### config.mk
export PLATFORM = sky130hd
export DESIGN_NAME = interval_timer
export DESIGN_NICKNAME = d
export VERILOG_FILES = /design/src/rtl/ivt_pkg.sv /design/src/rtl/ivt_regs.sv /design/src/rtl/ivt_prescale.sv /design/src/rtl/ivt_fsm.sv /design/src/rtl/ivt_counter.sv /design/src/rtl/interval_timer.sv
export SDC_FILE = /design/constraint.sdc
export NUM_CORES = 1
export LEC_CHECK = 0
export BUFFER_PORTS_ARGS = -buffer_cell sky130_fd_sc_hd__buf_2
export CORE_AREA = 8 8 121 123
export DETAILED_ROUTE_END_ITERATION = 7
export DIE_AREA = 0 0 129 131
export RECOVER_POWER = 50
export SYNTH_ARGS = -nofsm -noshare
export SYNTH_HDL_FRONTEND = slang
export SYNTH_SLANG_ARGS = --single-unit
### constraint.sdc
create_clock -name clk -period 3.7 [get_ports clk]
set_input_delay 0.925 -clock clk [delete_from_list [all_inputs] [get_ports clk]]
set_output_delay 0.925 -clock clk [all_outputs]
set_load 0.1 [all_outputs]
### src/rtl/ivt_pkg.sv
`timescale 1ns/1ps
package ivt_pkg;

    typedef enum logic [1:0] {
        ST_IDLE = 2'd0,
        ST_RUN  = 2'd1,
        ST_HALT = 2'd2
    } run_state_e;

    // word indices of the register file
    localparam int IDX_LOAD   = 0;
    localparam int IDX_VALUE  = 1;
    localparam int IDX_CTRL   = 2;
    localparam int IDX_ICLR   = 3;
    localparam int IDX_RAW    = 4;
    localparam int IDX_MASKED = 5;
    localparam int IDX_BGLOAD = 6;

    // control word bit positions
    localparam int CB_ONESHOT  = 0;
    localparam int CB_WIDE     = 1;
    localparam int CB_PRE_LO   = 2;
    localparam int CB_IE       = 5;
    localparam int CB_PERIODIC = 6;
    localparam int CB_EN       = 7;

    localparam int CTRL_W = 8;
    localparam logic [CTRL_W-1:0] CTRL_RST = 8'h20;

endpackage

### src/rtl/ivt_regs.sv
`timescale 1ns/1ps
module ivt_regs
    import ivt_pkg::*;
#(
    parameter int DATA_W = 32,
    parameter int ADDR_W = 3
) (
    input  logic              clk,
    input  logic              rst_n,
    input  logic [ADDR_W-1:0] addr,
    input  logic              we,
    input  logic [DATA_W-1:0] wdata,
    input  logic [DATA_W-1:0] cur_val,
    input  logic              expire,
    output logic              load_wr,
    output logic              ctrl_wr,
    output logic              f_oneshot,
    output logic              f_wide,
    output logic [1:0]        f_pre,
    output logic              f_periodic,
    output logic              f_en,
    output logic [DATA_W-1:0] reload,
    output logic              raw,
    output logic [DATA_W-1:0] rdata,
    output logic              irq
);

    logic [CTRL_W-1:0] ctrl_q;
    logic [DATA_W-1:0] reload_q;
    logic              raw_q;
    logic              bg_wr;
    logic              clr_wr;

    // write strobes
    always_comb begin
        load_wr = we && (addr == ADDR_W'(IDX_LOAD));
        ctrl_wr = we && (addr == ADDR_W'(IDX_CTRL));
        bg_wr   = we && (addr == ADDR_W'(IDX_BGLOAD));
        clr_wr  = we && (addr == ADDR_W'(IDX_ICLR));
    end

    always_ff @(posedge clk or negedge rst_n) begin
        if (!rst_n) begin
            ctrl_q <= CTRL_RST;
        end else if (ctrl_wr) begin
            ctrl_q <= wdata[CTRL_W-1:0];
        end
    end

    always_ff @(posedge clk or negedge rst_n) begin
        if (!rst_n) begin
            reload_q <= '0;
        end else if (load_wr || bg_wr) begin
            reload_q <= wdata;
        end
    end

    // expiry wins over a clear in the same cycle
    always_ff @(posedge clk or negedge rst_n) begin
        if (!rst_n) begin
            raw_q <= 1'b0;
        end else if (expire) begin
            raw_q <= 1'b1;
        end else if (clr_wr) begin
            raw_q <= 1'b0;
        end
    end

    always_comb begin
        f_oneshot  = ctrl_q[CB_ONESHOT];
        f_wide     = ctrl_q[CB_WIDE];
        f_pre      = ctrl_q[CB_PRE_LO +: 2];
        f_periodic = ctrl_q[CB_PERIODIC];
        f_en       = ctrl_q[CB_EN];
        reload     = reload_q;
        raw        = raw_q;
        irq        = raw_q && ctrl_q[CB_IE];
    end

    always_comb begin
        case (addr)
            ADDR_W'(IDX_LOAD),
            ADDR_W'(IDX_BGLOAD): rdata = reload_q;
            ADDR_W'(IDX_VALUE):  rdata = cur_val;
            ADDR_W'(IDX_CTRL):   rdata = {{(DATA_W-CTRL_W){1'b0}}, ctrl_q};
            ADDR_W'(IDX_RAW):    rdata = DATA_W'(raw_q);
            ADDR_W'(IDX_MASKED): rdata = DATA_W'(raw_q && ctrl_q[CB_IE]);
            default:             rdata = '0;
        endcase
    end

endmodule

### src/rtl/ivt_prescale.sv
`timescale 1ns/1ps
module ivt_prescale #(
    parameter int PRE_MID = 4,
    parameter int PRE_HI  = 8
) (
    input  logic       clk,
    input  logic       rst_n,
    input  logic       run,
    input  logic       restart,
    input  logic       tick_en,
    input  logic [1:0] code,
    output logic       tick
);

    localparam int PRE_W = PRE_HI;
    localparam logic [PRE_W-1:0] LIM_MID = PRE_W'((1 << PRE_MID) - 1);
    localparam logic [PRE_W-1:0] LIM_HI  = PRE_W'((1 << PRE_HI) - 1);

    logic [PRE_W-1:0] pre_q;
    logic [PRE_W-1:0] lim;
    logic             at_lim;

    always_comb begin
        case (code)
            2'b01:   lim = LIM_MID;
            2'b10:   lim = LIM_HI;
            default: lim = '0;
        endcase
    end

    assign at_lim = (pre_q == lim);
    assign tick   = run && !restart && tick_en && at_lim;

    always_ff @(posedge clk or negedge rst_n) begin
        if (!rst_n) begin
            pre_q <= '0;
        end else if (!run || restart) begin
            pre_q <= '0;
        end else if (tick_en) begin
            pre_q <= at_lim ? '0 : pre_q + PRE_W'(1);
        end
    end

endmodule

### src/rtl/ivt_fsm.sv
`timescale 1ns/1ps
module ivt_fsm
    import ivt_pkg::*;
(
    input  logic       clk,
    input  logic       rst_n,
    input  logic       ctrl_wr,
    input  logic       wr_en_bit,
    input  logic       load_wr,
    input  logic       expire,
    input  logic       oneshot,
    output run_state_e state,
    output logic       run
);

    run_state_e state_q;
    run_state_e state_d;

    always_ff @(posedge clk or negedge rst_n) begin
        if (!rst_n) begin
            state_q <= ST_IDLE;
        end else begin
            state_q <= state_d;
        end
    end

    always_comb begin
        state_d = state_q;
        unique case (state_q)
            ST_IDLE: begin
                if (ctrl_wr && wr_en_bit) state_d = ST_RUN;          // START
            end
            ST_RUN: begin
                if (ctrl_wr)                state_d = wr_en_bit ? ST_RUN : ST_IDLE; // STOP
                else if (expire && oneshot) state_d = ST_HALT;       // EXPIRE
            end
            ST_HALT: begin
                if (ctrl_wr)      state_d = wr_en_bit ? ST_RUN : ST_IDLE;
                else if (load_wr) state_d = ST_RUN;                  // REARM
            end
            default: state_d = ST_IDLE;
        endcase
    end

    always_comb begin
        state = state_q;
        run   = (state_q == ST_RUN);
    end

endmodule

### src/rtl/ivt_counter.sv
`timescale 1ns/1ps
module ivt_counter #(
    parameter int DATA_W   = 32,
    parameter int NARROW_W = 16
) (
    input  logic              clk,
    input  logic              rst_n,
    input  logic              tick,
    input  logic              load_wr,
    input  logic [DATA_W-1:0] wdata,
    input  logic [DATA_W-1:0] reload,
    input  logic              wide,
    input  logic              periodic,
    output logic [DATA_W-1:0] cur_val,
    output logic              expire
);

    logic [DATA_W-1:0] cnt_q;
    logic [DATA_W-1:0] mask;
    logic [DATA_W-1:0] target;
    logic [DATA_W-1:0] nxt;

    generate
        if (DATA_W > NARROW_W) begin : g_narrow
            assign mask = wide ? {DATA_W{1'b1}}
                               : {{(DATA_W-NARROW_W){1'b0}}, {NARROW_W{1'b1}}};
        end else begin : g_flat
            assign mask = {DATA_W{1'b1}};
        end
    endgenerate

    always_comb begin
        cur_val = cnt_q & mask;
        target  = periodic ? (reload & mask) : mask;
        nxt     = (cur_val == '0) ? target : ((cur_val - DATA_W'(1)) & mask);
        expire  = tick && !load_wr && (nxt == '0);
    end

    always_ff @(posedge clk or negedge rst_n) begin
        if (!rst_n) begin
            cnt_q <= '0;
        end else if (load_wr) begin
            cnt_q <= periodic ? wdata : {DATA_W{1'b1}};
        end else if (tick) begin
            cnt_q <= nxt;
        end
    end

endmodule

### src/rtl/interval_timer.sv
`timescale 1ns/1ps
module interval_timer
    import ivt_pkg::*;
#(
    parameter int DATA_W   = 32,
    parameter int NARROW_W = 16,
    parameter int ADDR_W   = 3,
    parameter int PRE_MID  = 4,
    parameter int PRE_HI   = 8
) (
    input  logic              clk,
    input  logic              rst_n,
    input  logic [ADDR_W-1:0] reg_addr,
    input  logic              reg_we,
    input  logic [DATA_W-1:0] reg_wdata,
    output logic [DATA_W-1:0] reg_rdata,
    input  logic              tick_en,
    output logic              irq
);

    logic              load_wr;
    logic              ctrl_wr;
    logic              f_oneshot;
    logic              f_wide;
    logic [1:0]        f_pre;
    logic              f_periodic;
    logic              f_en;
    logic [DATA_W-1:0] reload;
    logic              raw;
    logic [DATA_W-1:0] cur_val;
    logic              expire;
    logic              tick;
    logic              run;
    run_state_e        state;

    ivt_regs #(.DATA_W(DATA_W), .ADDR_W(ADDR_W)) u_regs (
        .clk        (clk),
        .rst_n      (rst_n),
        .addr       (reg_addr),
        .we         (reg_we),
        .wdata      (reg_wdata),
        .cur_val    (cur_val),
        .expire     (expire),
        .load_wr    (load_wr),
        .ctrl_wr    (ctrl_wr),
        .f_oneshot  (f_oneshot),
        .f_wide     (f_wide),
        .f_pre      (f_pre),
        .f_periodic (f_periodic),
        .f_en       (f_en),
        .reload     (reload),
        .raw        (raw),
        .rdata      (reg_rdata),
        .irq        (irq)
    );

    ivt_prescale #(.PRE_MID(PRE_MID), .PRE_HI(PRE_HI)) u_pre (
        .clk     (clk),
        .rst_n   (rst_n),
        .run     (run),
        .restart (ctrl_wr),
        .tick_en (tick_en),
        .code    (f_pre),
        .tick    (tick)
    );

    ivt_fsm u_fsm (
        .clk       (clk),
        .rst_n     (rst_n),
        .ctrl_wr   (ctrl_wr),
        .wr_en_bit (reg_wdata[CB_EN]),
        .load_wr   (load_wr),
        .expire    (expire),
        .oneshot   (f_oneshot),
        .state     (state),
        .run       (run)
    );

    ivt_counter #(.DATA_W(DATA_W), .NARROW_W(NARROW_W)) u_cnt (
        .clk      (clk),
        .rst_n    (rst_n),
        .tick     (tick),
        .load_wr  (load_wr),
        .wdata    (reg_wdata),
        .reload   (reload),
        .wide     (f_wide),
        .periodic (f_periodic),
        .cur_val  (cur_val),
        .expire   (expire)
    );

endmodule

### Yosys cells after proc, flatten, opt, wreduce, memory -nomap -nowiden

Cells that the tools add are included.

* reduce and logical (&&, ||, !) cells: 26
* bitwise gates (word level): 3
* $add $sub $neg: 2
* multiplexer cells: 20
* eq/ne operators: 14

Operators by type and width (count)
* 2-to-1 mux 32 bit: 6
* one-hot mux 32 bit (5 select lines): 1
* AND 32 bit: 3
* logical NOT 32 bit: 2
* subtractor 32 x 1 -> 32 bit, second input constant: 1
* 2-to-1 mux 8 bit: 3
* one-hot mux 8 bit (2 select lines): 1
* logical AND 1 bit: 12
* 2-to-1 mux 2 bit: 5
* equality test 3 bit, second input constant: 3
* adder 8 x 1 -> 8 bit, second input constant: 1
* equality test 8 bit: 1
* equality test 3 x 2 -> 1 bit, second input constant: 2
* inequality test 3 x 1 -> 1 bit, second input constant: 2
* one-hot mux 2 bit (3 select lines): 1
* nonzero test 2 bit: 3
* equality test 2 x 1 -> 1 bit, second input constant: 2
* equality test 2 bit, second input constant: 2
* equality test 3 x 1 -> 1 bit, second input constant: 1
* logical NOT 1 bit: 3
* logical NOT 3 bit: 1
* 2-to-1 mux 1 bit: 3
* AND reduction 3 bit: 1
* logical NOT 2 bit: 1
* other kinds (3): 4

* word-level logic and storage cells: 71
* input port bits: 39
* register bits: 83

### Longest topological paths before layout

Gate-level depths: netlist of the first run.

* word-level depth: 12
* mapped depth: 13
* gate-level depth less buffers: 10

### Hierarchy

From an unflattened synthesis of the first run, not the netlist that was laid out.

* cell total of the unflattened synthesis: 644
* area, all modules: 5928.2 µm²

Modules (own cells, without submodules)
* ivt_counter: cells an instance 415, instances 1, area an instance 3153.0 µm², sequential area each 800.8 µm²
* ivt_regs: cells an instance 167, instances 1, area an instance 2132.0 µm², sequential area each 1027.2 µm²
* ivt_prescale: cells an instance 51, instances 1, area an instance 533.0 µm², sequential area each 200.2 µm²
* ivt_fsm: cells an instance 11, instances 1, area an instance 110.1 µm², sequential area each 50.0 µm²

### Worst setup path before layout of the first run

Ideal clock, no wire load.

* kind: input to output
* start point: input reg_addr[1]
* end point: output reg_rdata[1]
* data arrival time: 3.788 ns
* cell stages on the path: 5
* required time: 2.775 ns
* path slack: -1.013 ns
* cells stage by stage: clkbuf_1 > nor2b_1 > clkbuf_1 > a22oi_1 > o21ai_0

* longest elaborated chain between the ends: 3
* elaborated cells between the ends (all ways): 8
* those cells by class: 5 x eq/ne; 1 x mux; 2 x reduce/logical

Ends and longest elaborated chain
* start: declaration: line interval_timer.sv:13 `input logic [ADDR_W-1:0] reg_addr,`
* equality test 3 bit / logical NOT 3 bit (equally long branches): line ivt_regs.sv:81 `case (addr)`
* OR reduction 2 bit: line ivt_regs.sv:81
* one-hot mux 32 bit (5 select lines) (*): line ivt_regs.sv:81
* end: declaration: line interval_timer.sv:16 `output logic [DATA_W-1:0] reg_rdata,`

Every way passes the cells marked *; elsewhere a longest branch is shown, timed or not.

### Final worst setup path of the first run

* start point: register u_cnt.cnt_q[0]
* end point: register u_fsm.state_q[0] (netlist: u_fsm.state[0])

* longest elaborated chain between the ends: 9
* elaborated cells between the ends (all ways): 10
* those cells by class: 1 x add/sub; 1 x eq/ne; 1 x mux; 2 x bitwise; 5 x reduce/logical

Ends and longest elaborated chain
* start: declaration: line ivt_counter.sv:18 `logic [DATA_W-1:0] cnt_q;`
* start signal: assignment: line ivt_counter.sv:43 `cnt_q <= periodic ? wdata : {DATA_W{1'b1}};`
* start signal: assignment: line ivt_counter.sv:45 `cnt_q <= nxt;`
* AND 32 bit (*): line ivt_counter.sv:33 `cur_val = cnt_q & mask;`
* subtractor 32 x 1 -> 32 bit: line ivt_counter.sv:35 `nxt = (cur_val == '0) ? target : ((cur_val - DATA_W'(1)) & mask);`
* AND 32 bit: line ivt_counter.sv:35
* 2-to-1 mux 32 bit (*): line ivt_counter.sv:35
* logical NOT 32 bit (*): line ivt_counter.sv:36 `expire = tick && !load_wr && (nxt == '0);`
* logical AND 1 bit (*): line ivt_counter.sv:36
* logical AND 1 bit (*): line ivt_fsm.sv:35 `else if (expire && oneshot) state_d = ST_HALT;`
* inequality test 3 x 1 -> 1 bit (no source line) (*)
* AND reduction 3 bit (no source line) (*)
* end signal: assignment: line ivt_fsm.sv:23 `state_q <= state_d;`
* end: declaration: line ivt_fsm.sv:16 `run_state_e state_q;`

Marked as above.
A chain may end at the register's enable or synchronous reset.

==> results.md, run 1 <==
* Met1 wire length at 9221 µm
* DR WL met3 at 1463 µm
* DRT Pass-1 Iters at 6
* Max Slew Vio Count at 84
* # port buffers at 71
* DRT iter0 DRCs at 736
* Pint at 2.629 mW
* Root Driver: clkbuf_16
* Final hold vios at 0
* First-pass GRT wire length at 32380 µm
* Initial Utilization at 44.48%
* # IOs at 72
* Worst Path Required at 3.94 ns
* CP Data Arrival Time at 3.77 ns
* Core area at 0.01287 mm²
* Net Switching at 2.084 mW
* Syn Area/Cell at 8.535 µm²
* Comb pwr share at 45.8%
* Critical path type: register to register
* Gpl congestion at 0.9531
* Violated checks: capacitance limit, slew limit
* DR WL met2 at 9054 µm
* Drt drc at 0
* Skew final at 0.007073 ns
* Routed WL at 20280 µm
* Unique masters post-synth at 65
* Post-synthesis sequential area ratio at 36.29%
* Worst setup EP type: register
* Skew-Pair Late Insertion Delay at 0.35 ns
* Initial antenna violation count at 0
* Highest routed layer: met4
* ANT nets after route at 0
* Min cycle time layout at 3.525 ns
* TritonCTS clock tree: done
* Highest-count cells in the layout ignoring fill and taps: dfrtp_1 (82), nor3_1 (56), o21ai_0 (47), nand2_1 (40), buf_4 (40)
* Post-CTS Setup Inserts at 0
* Top_reg_cell synth: dfrtp_1
* Max_cap viols at 1
* WL/cell at 22.24 µm
* Reg2Reg Setup Slack at 0.17 ns
* Vias/cell at 6.389
* Clk network pwr share at 21.4%
* Asr flop ratio synth at 100.0%
* Min Hold Slack at 0.5184 ns
* Largest net degree at the start of global routing at 84
* Area growth, synth to finish at 26.55%
* Post-Synthesis Cells at 671
* Pwr dens at 650.3 mW/mm²
* # diodes at 0
* Total CTS buffers at 9
* Fin nets at 774
* Share of layout cells above drive strength 1 at 28.13%
* Die Footprint at 0.01690 mm²
* Post-DP HPWL at 14630 µm
* Slew Limit Headroom at -45.87%
* Syn Std Cell Area at 0.005727 mm²
* Die width at 129 µm
* Sw Ratio at 44.22%
* Commonest non-fill, non-tap cell in the layout: dfrtp_1
* Vias at 5827
* Setup violations, final at 0
* Fmax at 283.7 MHz
* Setup_tns at 0 ns
* Die height at 131 µm
* Peak supply drop at 0.2922 mV
* Utilization after layout at 56.29%
* FP Rows at 42
* Post-cts gate resize count at 1
* Clock Path Buffers at 2
* Synth warnings at 0
* Clock transition at path regs at 0.07 ns
* H-tree Lvls at 3
* Clock sink total at 83
* EDFF count, synth at 0
* Worst Hold Class: register to register
* Worst-Margin Slew at 2.188 ns
* Leakage at 2.789 nW
* Worst slack, placed at -0.01429 ns
* CP Max Fanout at 6
* Syn nets at 714
* Final Worst Setup Slack at 0.1746 ns
* Seq pwr share at 32.8%
* Status: finished with violations
* CP Launch Type: register
* Synthesis-stage register bit count at 83
* Total gr overflow at 0
* Vias in the first global route at 5714
* Final Cycle Share at 95.28%
* CTS Hold Bufs at 0
* Tot GR Track Use at 24.81%
power by group through the flow:
stage	combinational (mW)	sequential [mW]	clock [mW]
after floorplan	1.49	1.39	0
final	2.16	1.55	1.01
after detailed placement	2.13	1.55	0
after CTS	2.14	1.53	1.02
after global routing	2.32	1.59	1.05
after global placement	2.12	1.53	0
layer usage:
metal	vias up	track usage (%)
met5	-	0
met3	43	4.951
met2	248	37.72
met1	2848	33.76
met4	0	10.30
li1	2688	-
cell families (layout without fill, tap and decap cells):
| logic type | Yosys count | in the layout | synth area share [%] |
|---|---|---|---|
| adders and majority gates | 4 | 4 | 0.8740 |
| buffers and inverters | 82 | 147 | 5.702 |
| xor gates and xnor gates | 11 | 11 | 1.682 |
| muxes | 38 | 38 | 7.407 |
| and+or+nand+nor | 242 | 242 | 23.12 |
| AOI/OAI and AO/OA | 211 | 211 | 24.93 |
| DFF | 83 | 83 | 36.29 |
final cells by class:
cell class,instances,area [µm²]
Multi-Input combinational cell,506,3415
Fill cell,1211,5628
Inverter,16,60.06
Tap cell,176,220.2
Clock inverter,7,100.1
Sequential cell,83,2078
Clock buffer,9,225.2
Timing Repair Buffer,115,1149
worst max-delay path, cell delays in order (launching register included):
cell	delay, ns
dfrtp_1	0.44
inv_1	0.12
ha_1	0.16
or4b_1	0.47
or4_1	0.68
o31a_1	0.37
o31ai_2	0.26
o22ai_1	0.21
nor4b_2	0.32
nand4b_1	0.19
and2_1	0.21
synth_stat cells, drive strengths merged (4+ instances only):
cell / instances / area, µm²
a211oi: 5 / 37.54
a21oi: 33 / 165.2
a22o: 25 / 219.0
a22oi: 8 / 60.06
a31oi: 16 / 100.1
and2: 7 / 43.79
buf: 8 / 48.79
clkbuf: 58 / 217.7
dfrtp: 82 / 2052
ha: 4 / 50.05
inv: 16 / 60.06
mux2: 35 / 394.1
nand2: 40 / 150.1
nand3: 12 / 60.06
nand4: 8 / 50.05
nand4b: 6 / 52.55
nor2: 35 / 131.4
nor2b: 8 / 50.05
nor3: 57 / 285.3
nor3b: 4 / 30.03
nor4: 17 / 112.6
nor4b: 4 / 47.55
o211ai: 5 / 37.54
o21ai: 54 / 270.3
o22ai: 10 / 62.56
o31a: 12 / 105.1
o31ai: 9 / 72.57
o41ai: 5 / 43.79
or2: 4 / 25.02
or3: 13 / 81.33
or4: 14 / 105.1
xnor2: 8 / 70.07
registers in the layout, summed over array words and instances (netlist names):
signal,flops
u_fsm.state,2
u_pre.pre_q,8
u_regs.reload,32
u_cnt.cnt_q,32
u_regs.raw,1
u_regs.ctrl_q,8
final timing paths:
| check | from | endpoint | cells after the start |
|---|---|---|---|
| max | u_cnt.cnt_q[0] | u_fsm.state[0] | 10 |
| min | u_regs.ctrl_q[4] | u_regs.ctrl_q[4] | 1 |
| max reg2reg | u_cnt.cnt_q[0] | u_fsm.state[0] | 10 |
| min reg2reg | u_regs.ctrl_q[4] | u_regs.ctrl_q[4] | 1 |
| max in group asynchronous | rst_n | u_regs.reload[11] | 1 |
| min in group asynchronous | rst_n | u_regs.reload[25] | 1 |
metrics by stage:
step	std cells	total power, mW	area (µm²)
2_1_floorplan	671	2.878	5786
3_3_place_gp	896	3.654	6927
3_5_place_dp	896	3.676	6927
4_1_cts	912	4.699	7258
5_1_grt	912	4.959	7247
6_report	912	4.713	7247
No activity file was read; power rests on OpenSTA's default activity.
==> inputs of run 2 (changes only) <==
--- a/config.mk
+++ b/config.mk
@@ -10,6 +10,7 @@
 export DETAILED_ROUTE_END_ITERATION = 7
 export DIE_AREA = 0 0 129 131
 export RECOVER_POWER = 50
+export REMOVE_ABC_BUFFERS = 1
 export SYNTH_ARGS = -nofsm -noshare
 export SYNTH_HDL_FRONTEND = slang
 export SYNTH_SLANG_ARGS = --single-unit
==> results.md, run 2 (synthesis results as in run 1) <==
* Vias/cell at 6.422 (+0.51%)
* ANT nets after route at 0 (unchanged)
* Initial antenna violation count at 0 (unchanged)
* Met1 GRT Util at 31.09% (-2.7 points)
* Core area at 0.01287 mm² (unchanged)
* DRT iter0 DRCs at 510 (-31%)
* Drt drc at 0 (unchanged)
* Worst slack, placed at 0.1593 ns (+0.1736 ns)
* Clk network pwr share at 20.9% (-0.5 points)
* WL/cell at 21.98 µm (-1.1%)
* DRT Pass-1 Iters at 7 (+1)
* Worst Hold Class: register to register
* FP Rows at 42 (unchanged)
* Skew-Pair Late Insertion Delay at 0.35 ns (about the same)
* Post-DP HPWL at 14050 µm (-4.0%)
* Sw Ratio at 43.96% (-0.26 points)
* Status: finished with violations
* Worst setup EP type: register
* Global routing's busiest layer: met2
* Clock Path Buffers at 2 (unchanged)
* Fmax at 289.0 MHz (+1.9%)
* Clock sink total at 83 (unchanged)
* CP Max Fanout at 8 (+2)
* Fin nets at 772 (-0.26%)
* Pwr dens at 644.7 mW/mm² (-0.86%)
* Slew Limit Headroom at -42.70% (+3.2 points)
* CTS Hold Bufs at 0 (unchanged)
* CP Launch Type: register
* # fillers at 1210 (-0.083%)
* Leakage at 2.754 nW (-1.3%)
* Highest-count cells in the layout ignoring fill and taps: dfrtp_1 (82), nor3_1 (56), o21ai_0 (54), buf_4 (41), nand2_1 (40)
* Slowest cell on the critical path: or4_1
* Worst-Margin Slew at 2.141 ns (-0.04745 ns)
* Commonest non-fill, non-tap cell in the layout: dfrtp_1
* Gpl congestion at 0.9475 (-0.59%)
* First-pass GRT wire length at 32260 µm (-0.38%)
* Min cycle time layout at 3.460 ns (-0.06563 ns)
* Met2 Use GR at 40.76% (+3.0 points)
* Die Footprint at 0.01690 mm² (unchanged)
* Comb pwr share at 45.8% (about the same)
* Clock transition at path regs at 0.07 ns (about the same)
* Peak supply drop at 0.2964 mV (+1.4%)
* Slowest Stage Delay on Critical Path at 0.62 ns (-0.06 ns)
* Root Driver: clkbuf_16
* Pwr Total at 4.613 mW (-2.1%)
* Post-CTS Setup Inserts at 0 (unchanged)
* Net Switching at 2.028 mW (-2.7%)
* Routed WL at 20010 µm (-1.3%)
* H-tree Lvls at 3 (unchanged)
* Setup violations, final at 0 (unchanged)
* CP Data Arrival Time at 3.71 ns (-0.06 ns)
* Met3 usage at 3.734% (-1.2 points)
* Final hold vios at 0 (unchanged)
* Crit path cell chain: or4_1 > o31a_1 > or4_1 > buf_4 > or3_1 > a31oi_1 > nand4_1 > nand4b_1 > and2_1
* RSZ-0062 raised after global routing: false
* Total CTS buffers at 9 (unchanged)
* Max Slew Vio Count at 84 (unchanged)
* Violated checks: capacitance limit, slew limit
* Die height at 131 µm (unchanged)
* Total gr overflow at 0 (unchanged)
* Vias at 5844 (+0.29%)
* Pint at 2.585 mW (-1.7%)
* Final Cycle Share at 93.51% (-1.8 points)
* Area growth, synth to finish at 24.95%
* Die width at 129 µm (unchanged)
* # port buffers at 71 (unchanged)
* Final Worst Setup Slack at 0.2402 ns (+0.06562 ns)
* Worst Path Required at 3.95 ns (about the same)
* Initial Utilization at 44.48% (unchanged)
* Share of layout cells above drive strength 1 at 24.52% (-3.6 points)
* CP most frequent cell: or4_1
* Vias in the first global route at 5781 (+1.2%)
* TritonCTS clock tree: done
* Critical path type: register to register
* Post-cts gate resize count at 0 (-1)
* Largest net degree at the start of global routing at 84 (unchanged)
* Skew final at 0.009501 ns (+0.002428 ns)
* Max_cap viols at 1 (unchanged)
* # diodes at 0 (unchanged)
* Seq pwr share at 33.3% (+0.5 points)
* Tot GR Track Use at 24.62% (-0.19 points)
* # IOs at 72 (unchanged)
run 2: per-layer routing:
metal	up-vias	wire (µm)	part of all wire (%)
met5	-	0	0
met4	0	588	2.9
met3	44	1131	5.7
met2	233	9763	49
met1	2893	8521	43
li1	2674	-	-
run 2: per-stage QoR:
step                util (%)  cell area (µm²)  cells  hold slack, ns  setup TNS, ns
floorplan                  -             5460    605          0.4484         -15.20
global placement       53.13             6840    894          0.4671              0
detailed placement     53.13             6840    894          0.4742              0
CTS                    55.57             7154    910          0.5211              0
global route           55.58             7156    910          0.5399              0
finish                 55.58             7156    910          0.5151              0
run 2: layout make-up:
class | instances | area (µm²) | area share [%]
Tap cell | 176 | 220.2 | 3.077
Clock inverter | 4 | 47.55 | 0.6645
Inverter | 16 | 60.06 | 0.8393
Sequential cell | 83 | 2078 | 29.04
Clock buffer | 12 | 266.5 | 3.724
Timing Repair Buffer | 113 | 1130 | 15.79
Multi-Input combinational cell | 506 | 3353 | 46.86
run 2: final timing paths:
check,startpoint,end,slack (ns),cells past startpoint
max,u_cnt.cnt_q[19],u_fsm.state[0],0.24,9
min,u_regs.ctrl_q[4],u_regs.ctrl_q[4],0.52,1
max reg2reg,u_cnt.cnt_q[19],u_fsm.state[0],0.24,9
max in group asynchronous,rst_n,u_regs.reload[5],1.24,1
min in group asynchronous,rst_n,u_regs.reload[20],1.20,1
min reg2reg,u_regs.ctrl_q[4],u_regs.ctrl_q[4],0.52,1
run 2: worst max-delay path: cells and delay by family (launching register included):
kind / cells / cell delay [ns]
AO/OA/AOI/OAI: 2 / 0.57
buffers and inverters: 1 / 0.21
AND/OR/NAND/NOR: 6 / 2.14
flip-flops: 1 / 0.43
run 2: power by group through the flow:
| stage | combinational, mW | clock (mW) | sequential (mW) |
|---|---|---|---|
| 3_3_place_gp | 2.07 | 0 | 1.53 |
| 4_1_cts | 2.11 | 0.982 | 1.52 |
| 3_5_place_dp | 2.09 | 0 | 1.54 |
| 2_1_floorplan | 1.30 | 0 | 1.48 |
| 6_report | 2.11 | 0.963 | 1.54 |
| 5_1_grt | 2.28 | 1.01 | 1.57 |
